===== config.mk =====
export PLATFORM = sky130hd
export DESIGN_NAME = msi_decode
export DESIGN_NICKNAME = d
export VERILOG_FILES = /design/src/rtl/msi_dec_pkg.sv /design/src/rtl/msi_src_decode.sv /design/src/rtl/msi_cfg_regs.sv /design/src/rtl/msi_ctrl.sv /design/src/rtl/msi_decode.sv
export SDC_FILE = /design/constraint.sdc
export NUM_CORES = 1
export LEC_CHECK = 0
export BUFFER_PORTS_ARGS = -buffer_cell sky130_fd_sc_hd__buf_2
export CORE_AREA = 2 2 145 147
export CTS_CLUSTER_SIZE = 28
export DETAILED_ROUTE_END_ITERATION = 10
export DIE_AREA = 0 0 147 149
export SYNTH_ARGS = -nofsm -noshare
export SYNTH_HDL_FRONTEND = slang
export SYNTH_SLANG_ARGS = --single-unit

===== constraint.sdc =====
create_clock -name clk -period 2.99 [get_ports clk]
set_input_delay 0.598 -clock clk [delete_from_list [all_inputs] [get_ports clk]]
set_output_delay 0.598 -clock clk [all_outputs]
set_load 0.02 [all_outputs]

===== src/rtl/msi_dec_pkg.sv =====
// Package: shared types for the MSI decode block.
// Assumes: discard codes are two bits wide and nonzero for a real discard.
package msi_dec_pkg;
    typedef enum logic [1:0] {
        DROP_NONE  = 2'b00,
        DROP_RANGE = 2'b01,
        DROP_OWNER = 2'b10,
        DROP_FETCH = 2'b11
    } drop_reason_e;

    typedef enum logic [1:0] {
        ST_IDLE  = 2'd0,
        ST_CHECK = 2'd1,
        ST_FETCH = 2'd2
    } ctrl_state_e;
endpackage


===== src/rtl/msi_src_decode.sv =====
// msi_src_decode: forms a source number from an MSI address and data word.
// Assumes: SRC_W exceeds DATA_BITS; purely combinational.
module msi_src_decode #(
    parameter int ADDR_W    = 64,
    parameter int DATA_W    = 16,
    parameter int SRC_W     = 16,
    parameter int ADDR_LSB  = 4,
    parameter int DATA_BITS = 5
) (
    input  logic [ADDR_W-1:0] addr,
    input  logic [DATA_W-1:0] data,
    output logic [SRC_W-1:0]  src
);
    // Merge the shifted address window with the low data bits.
    always_comb begin
        src = addr[ADDR_LSB +: SRC_W] | SRC_W'(data[DATA_BITS-1:0]);
    end
endmodule


===== src/rtl/msi_cfg_regs.sv =====
// msi_cfg_regs: holds the global base number and the clamped source count.
// Assumes: a write takes effect on the clock edge that samples cfg_we.
module msi_cfg_regs #(
    parameter int BASE_W  = 24,
    parameter int MAX_SRC = 2048,
    parameter int CNT_W   = $clog2(MAX_SRC + 1)
) (
    input  logic              clk,
    input  logic              rst_n,
    input  logic              cfg_we,
    input  logic [BASE_W-1:0] cfg_base,
    input  logic [31:0]       cfg_count,
    output logic [BASE_W-1:0] base_q,
    output logic [CNT_W-1:0]  count_q
);
    localparam logic [31:0] MAX_WIDE = 32'(MAX_SRC);

    // Store base and clamped count on a configuration write.
    always_ff @(posedge clk) begin
        if (!rst_n) begin
            base_q  <= '0;
            count_q <= '0;
        end else if (cfg_we) begin
            base_q  <= cfg_base;
            count_q <= (cfg_count > MAX_WIDE) ? CNT_W'(MAX_SRC) : cfg_count[CNT_W-1:0];
        end
    end


    count_clamp_chk: assert property (@(posedge clk) disable iff (!rst_n)
        32'(count_q) <= MAX_WIDE);
endmodule


===== src/rtl/msi_ctrl.sv =====
// msi_ctrl: accepts one write at a time, range-checks it, optionally fetches
// the vector entry to confirm endpoint ownership, then reports the outcome.
// Assumes: the memory side answers every request with exactly one rvalid.
module msi_ctrl
    import msi_dec_pkg::*;
#(
    parameter int SRC_W  = 16,
    parameter int PE_W   = 8,
    parameter int BASE_W = 24,
    parameter int CNT_W  = 12
) (
    input  logic              clk,
    input  logic              rst_n,
    input  logic              msi_valid,
    input  logic [SRC_W-1:0]  msi_src,
    input  logic              msi_pe_valid,
    input  logic [PE_W-1:0]   msi_pe,
    input  logic              ffi_we,
    input  logic [SRC_W-1:0]  ffi_src,
    input  logic [CNT_W-1:0]  count_q,
    input  logic [BASE_W-1:0] base_q,
    input  logic              mem_rvalid,
    input  logic              mem_rerr,
    input  logic [PE_W-1:0]   entry_pe,
    output logic              in_ready,
    output logic              ffi_lock,
    output logic              mem_req,
    output logic [SRC_W-1:0]  mem_idx,
    output logic              trig_valid,
    output logic [SRC_W-1:0]  trig_src,
    output logic [BASE_W-1:0] trig_irq,
    output logic              drop_valid,
    output drop_reason_e      drop_reason
);
    ctrl_state_e          state;
    logic [SRC_W-1:0]     src_q;
    logic                 pev_q;
    logic [PE_W-1:0]      pe_q;
    logic                 out_of_range;

    // Range test against the current count, widened to avoid truncation.
    always_comb begin
        out_of_range = (32'(src_q) >= 32'(count_q));
    end

    assign in_ready = (state == ST_IDLE);
    assign mem_idx  = src_q;
    assign trig_src = src_q;
    assign trig_irq = base_q + BASE_W'(src_q);

    // Sequence accept, range check, entry fetch and outcome reporting.
    always_ff @(posedge clk) begin
        if (!rst_n) begin
            state       <= ST_IDLE;
            src_q       <= '0;
            pev_q       <= 1'b0;
            pe_q        <= '0;
            ffi_lock    <= 1'b0;
            mem_req     <= 1'b0;
            trig_valid  <= 1'b0;
            drop_valid  <= 1'b0;
            drop_reason <= DROP_NONE;
        end else begin
            trig_valid  <= 1'b0;
            drop_valid  <= 1'b0;
            drop_reason <= DROP_NONE;
            case (state)
                ST_IDLE: begin
                    if (msi_valid) begin
                        src_q <= msi_src;
                        pev_q <= msi_pe_valid;
                        pe_q  <= msi_pe;
                        state <= ST_CHECK;
                    end else if (ffi_we) begin
                        src_q    <= ffi_src;
                        pev_q    <= 1'b0;
                        pe_q     <= '0;
                        ffi_lock <= 1'b1;
                        state    <= ST_CHECK;
                    end
                end
                ST_CHECK: begin
                    if (out_of_range) begin
                        drop_valid  <= 1'b1;
                        drop_reason <= DROP_RANGE;
                        ffi_lock    <= 1'b0;
                        state       <= ST_IDLE;
                    end else if (pev_q) begin
                        mem_req <= 1'b1;
                        state   <= ST_FETCH;
                    end else begin
                        trig_valid <= 1'b1;
                        ffi_lock   <= 1'b0;
                        state      <= ST_IDLE;
                    end
                end
                ST_FETCH: begin
                    if (mem_rvalid) begin
                        mem_req <= 1'b0;
                        state   <= ST_IDLE;
                        if (mem_rerr) begin
                            drop_valid  <= 1'b1;
                            drop_reason <= DROP_FETCH;
                        end else if (entry_pe != pe_q) begin
                            drop_valid  <= 1'b1;
                            drop_reason <= DROP_OWNER;
                        end else begin
                            trig_valid <= 1'b1;
                        end
                    end
                end
                default: state <= ST_IDLE;
            endcase
        end
    end


    trig_pulse_chk: assert property (@(posedge clk) disable iff (!rst_n)
        (trig_valid || drop_valid) |=> !(trig_valid || drop_valid));


    fetch_needs_pe_chk: assert property (@(posedge clk) disable iff (!rst_n)
        mem_req |-> pev_q);


    req_hold_chk: assert property (@(posedge clk) disable iff (!rst_n)
        (mem_req && !mem_rvalid) |=> (mem_req && $stable(mem_idx)));


    lock_release_chk: assert property (@(posedge clk) disable iff (!rst_n)
        $fell(ffi_lock) |-> (trig_valid || drop_valid));


    busy_outcome_chk: assert property (@(posedge clk) disable iff (!rst_n)
        (trig_valid || drop_valid) |-> in_ready);
endmodule


===== src/rtl/msi_decode.sv =====
// msi_decode: top of the inbound MSI decode and endpoint ownership check.
// Assumes: one write in flight at a time; the memory port returns one
// response per request, in any number of cycles.
module msi_decode
    import msi_dec_pkg::*;
#(
    parameter int MAX_SRC = 2048,
    parameter int BASE_W  = 24,
    parameter int PE_W    = 8,
    parameter int PE_LSB  = 16,
    parameter int ENTRY_W = 64,
    parameter int CNT_W   = $clog2(MAX_SRC + 1)
) (
    input  logic               clk,
    input  logic               rst_n,
    input  logic               cfg_we,
    input  logic [BASE_W-1:0]  cfg_base,
    input  logic [31:0]        cfg_count,
    output logic [BASE_W-1:0]  base_num,
    output logic [CNT_W-1:0]   src_count,
    input  logic               msi_valid,
    input  logic [63:0]        msi_addr,
    input  logic [15:0]        msi_data,
    input  logic               msi_pe_valid,
    input  logic [PE_W-1:0]    msi_pe,
    input  logic               ffi_we,
    input  logic [63:0]        ffi_value,
    output logic               ffi_lock,
    output logic               in_ready,
    output logic               mem_req,
    output logic [15:0]        mem_idx,
    input  logic               mem_rvalid,
    input  logic               mem_rerr,
    input  logic [ENTRY_W-1:0] mem_rdata,
    output logic               trig_valid,
    output logic [15:0]        trig_src,
    output logic [BASE_W-1:0]  trig_irq,
    output logic               drop_valid,
    output logic [1:0]         drop_reason
);
    localparam int SRC_W = 16;

    logic [SRC_W-1:0] msi_src;
    logic [SRC_W-1:0] ffi_src;
    logic [PE_W-1:0]  entry_pe;
    drop_reason_e     reason_e;

    assign entry_pe    = mem_rdata[PE_LSB +: PE_W];
    assign drop_reason = reason_e;

    msi_src_decode #(.ADDR_W(64), .DATA_W(16), .SRC_W(SRC_W)) u_msi_dec (
        .addr (msi_addr),
        .data (msi_data),
        .src  (msi_src)
    );

    msi_src_decode #(.ADDR_W(64), .DATA_W(16), .SRC_W(SRC_W)) u_ffi_dec (
        .addr (ffi_value),
        .data (16'h0000),
        .src  (ffi_src)
    );

    msi_cfg_regs #(.BASE_W(BASE_W), .MAX_SRC(MAX_SRC), .CNT_W(CNT_W)) u_cfg (
        .clk       (clk),
        .rst_n     (rst_n),
        .cfg_we    (cfg_we),
        .cfg_base  (cfg_base),
        .cfg_count (cfg_count),
        .base_q    (base_num),
        .count_q   (src_count)
    );

    msi_ctrl #(.SRC_W(SRC_W), .PE_W(PE_W), .BASE_W(BASE_W), .CNT_W(CNT_W)) u_ctrl (
        .clk          (clk),
        .rst_n        (rst_n),
        .msi_valid    (msi_valid),
        .msi_src      (msi_src),
        .msi_pe_valid (msi_pe_valid),
        .msi_pe       (msi_pe),
        .ffi_we       (ffi_we),
        .ffi_src      (ffi_src),
        .count_q      (src_count),
        .base_q       (base_num),
        .mem_rvalid   (mem_rvalid),
        .mem_rerr     (mem_rerr),
        .entry_pe     (entry_pe),
        .in_ready     (in_ready),
        .ffi_lock     (ffi_lock),
        .mem_req      (mem_req),
        .mem_idx      (mem_idx),
        .trig_valid   (trig_valid),
        .trig_src     (trig_src),
        .trig_irq     (trig_irq),
        .drop_valid   (drop_valid),
        .drop_reason  (reason_e)
    );
endmodule


Word level (Yosys, flattened, before mapping). Cells that the tools add are included.

Add/sub/neg operators: 1. Reductions and logical operators: 8. Equality and inequality tests: 10. Bitwise operators: 1. Order comparisons: 2. Multiplexer cells: 38.

Operators with widths (number): $gt 32x12->1 const B (1); $mux 16 (2); $add 24x16->24 (1); $mux 1 (19); $ge 16x12->1 (1); $mux 2 (8); $mux 8 (2); $or 16x5->16 (1); $mux 12 (1); $ne 2x2->1 const B (4); $ne 8x8->1 (1); $pmux 1 s2 (4); $reduce_and 4->1 (2); $ne 3x3->1 const B (2); $pmux 2 s3 (1); $reduce_bool 2->1 (3); $pmux 2 s2 (1); $reduce_and 2->1 (2); $eq 2x1->1 const B (1); $eq 2x2->1 const B (1); $logic_not 2->1 (1); $ne 2x1->1 const B (1).

Flip-flop bits (word level): 69.

Logic depth before layout (Yosys ltp). Gate-level depths: netlist of the first run.

Word-level depth: 5. Depth in mapped cells: 8. Gate-level depth less buffers: 8.

By module. A second synthesis of the first run with hierarchy kept.

Cells, all modules: 536. Area, all modules: 4680.7 um^2.

Modules (own cells, without submodules): msi_ctrl (area each 2945.3 um^2, cells an instance 360, instances 1); msi_cfg_regs (area each 1503.9 um^2, cells an instance 143, instances 1); msi_src_decode (area each 113.9 um^2, cells an instance 16, instances 2); msi_decode (area each 3.8 um^2, cells an instance 1, instances 1).

Worst setup path before layout of the first run. OpenSTA, ideal clock, no wires.

Kind: reg-to-output. From: reg u_ctrl.src_q[0] (netlist: u_ctrl.mem_idx[0]). To: out trig_irq[22]. Arrival: 2.310 ns. Required time: 2.392 ns. Buffers on the path: 0. Setup slack: 0.082 ns. Cell stages (with the launch flop): 9. Cells stage by stage: dfxtp_1 > ha_1 > fa_1 > a211oi_1 > nor2_1 > o211a_1 > o21ai_1 > nor3_1 > xnor2_1.

Word-level cells in the longest chain between the ends: 1.

RTL lines: from (decl) (RTL line msi_ctrl.sv:36) `logic [SRC_W-1:0] src_q;`; from (signal assigned) (RTL line msi_ctrl.sv:70) `src_q <= msi_src;`; from (signal assigned) (RTL line msi_ctrl.sv:75) `src_q <= ffi_src;`; $add 24x16->24 (RTL line msi_ctrl.sv:49) `assign trig_irq = base_q + BASE_W'(src_q);`; to (decl) (RTL line msi_decode.sv:37) `output logic [BASE_W-1:0] trig_irq,`.

Every way passes these cells.

Final worst setup path of the first run.
From: reg u_cfg.base_q[0]. To: out trig_irq[14].

Word-level cells in the longest chain between the ends: 1.

RTL lines: from (decl) (RTL line msi_cfg_regs.sv:13) `output logic [BASE_W-1:0] base_q,`; from (signal assigned) (RTL line msi_cfg_regs.sv:24) `base_q <= cfg_base;`; $add 24x16->24 (RTL line msi_ctrl.sv:49).

Every way passes these cells.

==> results_dict.tcl, run 1 <==
set metrics [dict create \
    status "complete, but fails checks" \
    violations "negative setup slack" \
    vias 4321 \
    p_int_mw 2.14 \
    criticalPathCategory "reg -> out" \
    synth.avg_cell_area_um2 8.69 \
    clockBufferDepth 2 \
    crit_required_ns 2.39 \
    die_w_um 147 \
    max_stage_delay_ns 0.35 \
    peakVddDrop_mv 0.246 \
    p_seq_share_pct 33.1 \
    drc 0 \
    finalSetupViolations 6 \
    cts_tree "built" \
    grt_pass1_wl_mm 23.0 \
    timing.final.ws_setup_ns -0.152 \
    hold_viol 0 \
    rr_endpoint "u_ctrl.mem_req" \
    clock-sinks 69 \
    numCtsBuffers 9 \
    vias_per_cell 4.31 \
    holdPathEnd "u_ctrl.mem_req" \
    grt_pass1_vias 4161 \
    r2r_slack_ns 0.47 \
    maxCapViolations 0 \
    placed_area_um2 5780 \
    synthesis.nets 811 \
    insertedDiodeCount 0 \
    tightest_slew_ns 0.623 \
    worstPathArrival_ns 2.54 \
    fmax_mhz 318 \
    die_y_um 149 \
    hp-class "reg -> reg" \
    cts_hold_buffers 0 \
    p_sw_mw 0.988 \
    ys_async_sr_fraction_pct 0 \
    combPwrFrac_pct 28.9 \
    ys_ff_latch 69 \
    synth_enable_flop_cells 0 \
    grt_max_degree 65 \
    grt_antenna_before_repair 0 \
    syn_area_um2 4340 \
    cp-end-kind "output pin" \
    synthDistinctLibCells 50 \
    hold_start "u_ctrl.mem_req" \
    min_path_cells 2 \
    finalCriticalPeriod_ns 3.14 \
    powerDensity_nw_per_um2 484 \
    pwr-share-clk_pct 38.0 \
    final_area_um2 6450 \
    use_met2_pct 21.5 \
    area_growth_pct 48.9 \
    yosysWarnings 0 \
    drt_wl_total_mm 15.5 \
    n_fill_cell 2202 \
    nNetsFinal 1034 \
    skew_ns 0.00756 \
    start_util_pct 21.1 \
    hpwl_mm 12.1 \
    overflow 0 \
    gr-usage-met1_pct 17.7 \
    pin_count 379 \
    synth_top_area_share_pct 31.9 \
    maxSlewHeadroom_pct 58.5 \
    slowest_stage "fa_2" \
    r2r_start "u_ctrl.mem_idx[0]" \
    syn_inst 499 \
    drive_gt1_share_pct 42.9 \
    cts.clk_slew.worst_paths_ns 0.06 \
    hold_ws_ns 0.469 \
    track_usage_pct 13.8 \
    cp_top_family "compound AO/OA/AOI/OAI gates" \
    yosysMostFrequentCell "dfxtp_1" \
    power_leakage_nw 3.13 \
    clockRootBuffer "clkbuf_16" \
    gp_congestion 0.802 \
    dieArea_um2 21900 \
    use_met3_pct 5.69 \
    seqCellArea_um2 1400 \
    antenna_left 0 \
    cp_max_fo 2 \
    drv_slew 0 \
    drtIter0Drc 102 \
    clock_latency_ns 0.34 \
    crit_chain "ha_4, fa_2, a211oi_2, nor2_2, o211a_1, or2_1, a31oi_1, xnor2_1, buf_4" \
    rr_worst_depth 10 \
    synthFlopType "dfxtp_1" \
    synth_top_area_cell "dfxtp_1" \
    cp-start-kind "register" \
    netlist_top_cells_count "dfxtp_1 (69), nor2b_1 (46), nand2_1 (39)" \
    top_usage_layer "met2" \
    core_um2 20600 \
    cts_max_level 3 \
    portBuffers 215 \
    firstDrtPassIters 4 \
    yosysSeqAreaShare_pct 31.9 \
    synth_area_leaders "dfxtp_1 (32%), ha_1 (8.9%), mux2i_1 (8.3%)" \
    placement_rows 53 \
    multi_input_area_um2 2920 \
    path_buf_inv 1 \
    rsz0062_at_grt "true" \
    fin_crit_sh_pct 105 \
    p_sw_share_pct 31.6 \
    wl_per_cell_um 15.5 \
]
[through the flow]
step                power, mW  setup WS (ns)  setup TNS (ns)  instances  util [%]
floorplan                1.57         0.0819               0        499         -
global placement         1.88        -0.0444          -0.118        981      28.1
detailed placement       1.89        -0.0117         -0.0231        981      28.1
CTS                      3.11         -0.252           -2.07        997      30.2
global route             3.30         -0.298           -1.49       1002      31.4
finish                   3.12         -0.152          -0.735       1002      31.4
[routing by layer]
metal  share of wire, %  routed length, µm
met5                  0                  0
met2                 44               6790
met3                8.9               1380
met1                 46               7140
met4                1.1                165
[cells by family (layout without fill, tap and decap cells)]
| family | after synthesis | in the layout | synth area share [%] |
|---|---|---|---|
| AOI/OAI and AO/OA | 112 | 112 | 18.4 |
| xor gates and xnor gates | 28 | 28 | 5.66 |
| adders and majority gates | 32 | 32 | 9.41 |
| buffers and inverters | 59 | 287 | 6.61 |
| DFF | 69 | 69 | 31.9 |
| muxes | 36 | 36 | 8.31 |
| and+or+nand+nor | 163 | 163 | 19.8 |
[placed cells by master (no fill, tap or decap), types with 17 or more instances in the layout]
| master | synthesis | final |
|---|---|---|
| buf_2 | 4 | 202 |
| dfxtp_1 | 69 | 58 |
| nor2b_1 | 46 | 45 |
| buf_4 | 16 | 45 |
| nand2_1 | 39 | 39 |
| mux2i_1 | 36 | 36 |
| inv_1 | 20 | 20 |
| nor2_1 | 23 | 20 |
| ha_1 | 31 | 20 |
| a21oi_1 | 20 | 17 |
[worst min-delay path: cells and delay by family (launching register included)]
family	cells	cell delay, ns
DFF	1	0.31
muxes	1	0.06
and+or+nand+nor	1	0.05
[flip-flops by register name, indices dropped and copies added, names as in the netlist]
signal	count
u_cfg.base_q	24
u_ctrl.mem_idx	16
u_cfg.count_q	12
u_ctrl.pe_q	8
u_ctrl.drop_reason	2
u_ctrl.state	2
u_ctrl.drop_valid	1
u_ctrl.ffi_lock	1
u_ctrl.mem_req	1
u_ctrl.pev_q	1
u_ctrl.trig_valid	1
[layout make-up]
class                   instances  share of cell area [%]
multi-input cells             371                    45.2
clock buffers                  12                    3.97
well taps                     275                    5.33
clock inverters                 4                    1.09
repair buffers                250                    21.4
flip-flops and latches         69                    21.7
inverters                      21                    1.22
[worst max-delay path by stage]
stage                      startpoint           end  cells past startpoint  slack (ns)
floorplan           u_ctrl.mem_idx[0]  trig_irq[22]                      8        0.08
global placement      u_cfg.base_q[0]  trig_irq[22]                     11       -0.04
detailed placement    u_cfg.base_q[0]  trig_irq[22]                     11       -0.01
CTS                   u_cfg.base_q[0]  trig_irq[14]                      9       -0.25
global route          u_cfg.base_q[0]  trig_irq[22]                     11       -0.30
finish                u_cfg.base_q[0]  trig_irq[14]                      9       -0.15
[what timing repair did]
item                       CTS  global route
hold endpoints to repair     0             0
setup endpoints to repair   16            16
buffers inserted             0             6
resized for setup           20            51
pin swaps                    9            16
[power by group through the flow]
stage	logic, mW	clock network, mW	registers, mW
after floorplan	0.468	0	1.10
after global placement	0.840	0	1.04
after detailed placement	0.846	0	1.04
after CTS	0.863	1.22	1.03
after global routing	0.984	1.27	1.04
final	0.902	1.19	1.03
Power figures use the tool's default switching activity.
==> inputs of run 2 (changes only) <==
Settings changed: CELL_PAD_IN_SITES_DETAIL_PLACEMENT set to 1, CELL_PAD_IN_SITES_GLOBAL_PLACEMENT set to 1, CORE_AREA 2 2 145 147 to 2 2 147 149, DIE_AREA 0 0 147 149 to 0 0 149 151, PLACE_DENSITY_LB_ADDON set to 0.1, RECOVER_POWER set to 100.
==> results_dict.tcl, run 2 (same netlist as run 1, synthesis figures left out) <==
set metrics [dict create \
    status "complete, but fails checks" \
    violations "max-capacitance violations, max-slew violations, negative setup slack" \
    grt_pass1_wl_mm 26.5 \
    power_leakage_nw 2.81 \
    insertedDiodeCount 0 \
    hpwl_mm 14.2 \
    fin_crit_sh_pct 104 \
    pin_count 379 \
    portBuffers 215 \
    cts_max_level 3 \
    cp-start-kind "register" \
    dr.max_layer_used "met4" \
    timing.final.ws_setup_ns -0.119 \
    clockRootBuffer "clkbuf_16" \
    hold_viol 0 \
    dr_wl_met3_mm 1.46 \
    cts_hold_buffers 0 \
    cts.clk_slew.worst_paths_ns 0.06 \
    final_util_pct 30.6 \
    final_area_um2 6360 \
    crit_required_ns 2.39 \
    dieArea_um2 22500 \
    grt_max_degree 40 \
    r2r_slack_ns 0.16 \
    final_common_cell "buf_2" \
    r2r_start "u_ctrl.mem_idx[0]" \
    firstDrtPassIters 6 \
    antenna_left 0 \
    peakVddDrop_mv 0.243 \
    cp_max_fo 4 \
    clockBufferDepth 2 \
    hp-class "reg -> reg" \
    drive_gt1_share_pct 32.5 \
    met2WireLength_mm 7.79 \
    nNetsFinal 1036 \
    clock_latency_ns 0.34 \
    placed_area_um2 5780 \
    tightest_slew_ns 1.67 \
    grt_pass1_vias 4717 \
    wl_per_cell_um 17.6 \
    cp-end-kind "output pin" \
    overflow 0 \
    startpoint "u_cfg.base_q[0]" \
    drc 0 \
    fmax_mhz 322 \
    criticalPathCategory "reg -> out" \
    vias 4430 \
    worstPathArrival_ns 2.51 \
    rsz0062_at_grt "true" \
    skew_ns 0.00591 \
    worstSetupEndpoint "trig_irq[22]" \
    gp_congestion 0.785 \
    clock-sinks 69 \
    area_growth_pct 46.8 \
    placement_rows 53 \
    vias_per_cell 4.41 \
    start_util_pct 20.8 \
    core_um2 20800 \
    drtIter0Drc 115 \
    largest_reg_flops 24 \
    layout_common_cells "buf_2 (123), clkbuf_1 (86), dfxtp_1 (61), nor2b_1 (45), nand2_1 (38)" \
    rr_endpoint "u_ctrl.mem_req" \
    track_usage_pct 15.7 \
    finalCriticalPeriod_ns 3.11 \
    wl_met1_mm 8.16 \
    rr_worst_depth 10 \
    power_mw 3.03 \
    n_fill_cell 2548 \
    die_w_um 149 \
    grt_antenna_before_repair 0 \
    numCtsBuffers 9 \
    finalSetupViolations 6 \
    drv_slew 40 \
    maxSlewHeadroom_pct -11.2 \
    cts_tree "built" \
    regMostFlops "u_cfg.base_q" \
    maxCapViolations 1 \
    drt_wl_total_mm 17.7 \
    die_y_um 151 \
    powerDensity_nw_per_um2 477 \
]
==> run 2: cell count changes in the layout (fill, tap and decap cells not counted), moves of 4 or more <==
| cell | change |
|---|---|
| clkbuf_2 | +4 |
| buf_4 | -10 |
| o21ai_1 | -9 |
| o21ai_0 | +10 |
| clkbuf_1 | +85 |
| buf_2 | -79 |
==> run 2: what timing repair did <==
item,in CTS,in global routing
endpoints found under the setup margin,16,16
gates cloned,0,0
gates resized for setup,33,49
pin swaps,12,13
hold endpoints to repair,0,0
setup buffers,2,4
==> run 2: worst min path at each step <==
stage,from,end,cells past startpoint
after floorplan,u_ctrl.state[1],u_ctrl.state[1],2
after global placement,u_ctrl.mem_req,u_ctrl.mem_req,2
after detailed placement,u_ctrl.mem_req,u_ctrl.mem_req,2
after CTS,u_ctrl.mem_req,u_ctrl.mem_req,2
after global routing,u_ctrl.mem_req,u_ctrl.mem_req,2
final,u_ctrl.mem_req,u_ctrl.mem_req,2
==> run 2: area by class of cell <==
cell class / count / area [µm²] / share of cell area, %
multi-input combinational: 371 / 2980 / 46.9
sequential: 69 / 1390 / 21.9
timing repair buffer: 252 / 1270 / 19.9
tap: 275 / 344 / 5.41
clock buffer: 13 / 280 / 4.40
inverter: 21 / 78.8 / 1.24
clock inverter: 3 / 17.5 / 0.275
==> run 2: power breakdown <==
part	total, mW	switching, mW	internal, mW
Clock	1.08	0.428	0.650
Combinational	0.924	0.550	0.374
Sequential	1.03	0.0561	0.976
Total	3.03	1.03	2.00
==> run 2: metal layers <==
metal,vias to the layer above,GRT usage (%)
met5,-,0
met4,0,4.86
met3,12,5.27
met2,144,25.2
met1,2074,19.9
li1,2200,-
==> run 2: critical path, stage by stage, from the launching register on <==
cell      delay, ns
dfxtp_2        0.34
ha_4           0.17
fa_2           0.39
a211oi_2       0.22
nor2_2         0.07
o211a_1        0.24
buf_6          0.12
o21ai_4        0.12
buf_6          0.14
nor3_2         0.05
xnor2_1        0.15
buf_4          0.16
==> run 2: stage by stage <==
stage	setup TNS, ns	setup slack (ns)	hold slack, ns	std cells
after floorplan	0	0.0819	0.471	499
after global placement	-0.0411	-0.0411	0.469	982
after detailed placement	-0.0534	-0.0534	0.466	982
after CTS	-1.25	-0.244	0.475	1000
after global routing	-2.13	-0.293	0.514	1004
final	-0.582	-0.119	0.477	1004
==> inputs of run 3 (changes only) <==
Settings changed: TNS_END_PERCENT set to 5.
==> results_dict.tcl, run 3 (same netlist as run 1, synthesis figures left out) <==
set metrics [dict create \
    wl_per_cell_um 17.5 \
    n_fill_cell 2550 \
    regMostFlops "u_cfg.base_q" \
    status "complete, but fails checks" \
    die_y_um 151 \
    maxSlewHeadroom_pct -10.0 \
    cts.clk_slew.worst_paths_ns 0.06 \
    multi_input_area_um2 2830 \
    clockRootBuffer "clkbuf_16" \
    hp-class "reg -> reg" \
    antenna_left 0 \
    clock-sinks 69 \
    grt_max_degree 40 \
    start_util_pct 20.8 \
    peakVddDrop_mv 0.247 \
    placed_cells 982 \
    final_util_pct 29.5 \
    hpwl_mm 14.2 \
    seqCellArea_um2 1390 \
    cp-start-kind "register" \
    hold_viol 0 \
    numCtsBuffers 9 \
    cp-end-kind "output pin" \
    placement_rows 53 \
    firstDrtPassIters 6 \
    fmax_mhz 320 \
    tightest_slew_ns 1.65 \
    power_leakage_nw 2.77 \
    core_um2 20800 \
    rsz0062_at_grt "true" \
    powerDensity_nw_per_um2 489 \
    cts_max_level 3 \
    cts_hold_buffers 0 \
    area_growth_pct 41.7 \
    power_mw 3.00 \
    drv_slew 40 \
    maxCapViolations 1 \
    layout_common_cells "buf_2 (128), clkbuf_1 (85), dfxtp_1 (64), nor2b_1 (45), nand2_1 (39)" \
    grt_pass1_vias 4664 \
    portBuffers 215 \
    finalCriticalPeriod_ns 3.12 \
    final_common_cell "buf_2" \
    die_w_um 149 \
    clockBufferDepth 2 \
    gp_congestion 0.785 \
    cts_tree "built" \
    vias_per_cell 4.41 \
    dieArea_um2 22500 \
    drive_gt1_share_pct 29.1 \
    place_ws_ns -0.0534 \
    drt_wl_total_mm 17.5 \
    skew_ns 0.00612 \
    criticalPathCategory "reg -> out" \
    grt_antenna_before_repair 0 \
    nNetsFinal 1031 \
    drc 0 \
    timing.final.ws_setup_ns -0.133 \
    fin_cells 999 \
    vias 4405 \
    finalSetupViolations 9 \
    crit_required_ns 2.39 \
    drtIter0Drc 122 \
    track_usage_pct 15.6 \
    violations "max-capacitance violations, max-slew violations, negative setup slack" \
    grt_pass1_wl_mm 26.4 \
    clock_latency_ns 0.34 \
    largest_reg_flops 24 \
    overflow 0 \
    insertedDiodeCount 0 \
    worstPathArrival_ns 2.52 \
    pin_count 379 \
    cp_max_fo 3 \
    fin_crit_sh_pct 104 \
]
-- run 3: cell types whose count changed in the layout (fill, tap and decap cells not counted), sizes merged --
| cell | change |
|---|---|
| buf | -3 |
| clkbuf | -2 |
-- run 3: worst paths after layout --
| kind | startpoint | end | slack (ns) | cells after the start |
|---|---|---|---|---|
| max reg2reg | u_ctrl.mem_idx[0] | u_ctrl.mem_req | 0.11 | 10 |
| max | u_cfg.base_q[0] | trig_irq[14] | -0.13 | 9 |
| min | u_ctrl.mem_req | u_ctrl.mem_req | 0.48 | 2 |
| min reg2reg | u_ctrl.mem_req | u_ctrl.mem_req | 0.48 | 2 |
-- run 3: timing repair --
item | 4_1_cts | 5_1_grt
hold endpoints to repair | 0 | 0
pin swaps | 10 | 4
resized for setup | 22 | 21
buffers inserted | 0 | 1
endpoints found under the setup margin | 16 | 16
-- run 3: cell type report --
| cell class | instances | area share (%) |
|---|---|---|
| clock buffer | 13 | 4.56 |
| clock inverter | 3 | 0.285 |
| tap | 275 | 5.60 |
| timing repair buffer | 247 | 19.7 |
| inverter | 21 | 1.28 |
| sequential | 69 | 22.6 |
| multi-input combinational | 371 | 46.0 |
-- run 3: per-stage QoR --
step	setup TNS [ns]	hold slack (ns)	area [µm²]
finish	-0.544	0.478	6140
detailed placement	-0.0534	0.466	5780
floorplan	0	0.471	4340
CTS	-1.17	0.475	6190
global route	-2.78	0.514	6140
global placement	-0.0411	0.469	5780
-- run 3: routing by layer --
layer	track usage, %	up-vias	part of all wire [%]
li1	-	2194	-
met1	19.9	2065	47
met2	25.1	136	44
met3	5.27	10	8.0
met4	4.48	0	1.2
met5	0	-	0
-- run 3: critical path, cell delays in order, from the launching register on --
cell	delay [ns]
dfxtp_2	0.34
ha_4	0.17
fa_2	0.42
a211oi_2	0.22
nor2_2	0.07
o211a_1	0.23
or2_4	0.25
a31oi_4	0.20
xnor2_2	0.13
buf_4	0.16
-- run 3: report_power, final --
part | internal (mW) | switching, mW
sequential | 0.975 | 0.0529
combinational | 0.357 | 0.538
clock | 0.650 | 0.429
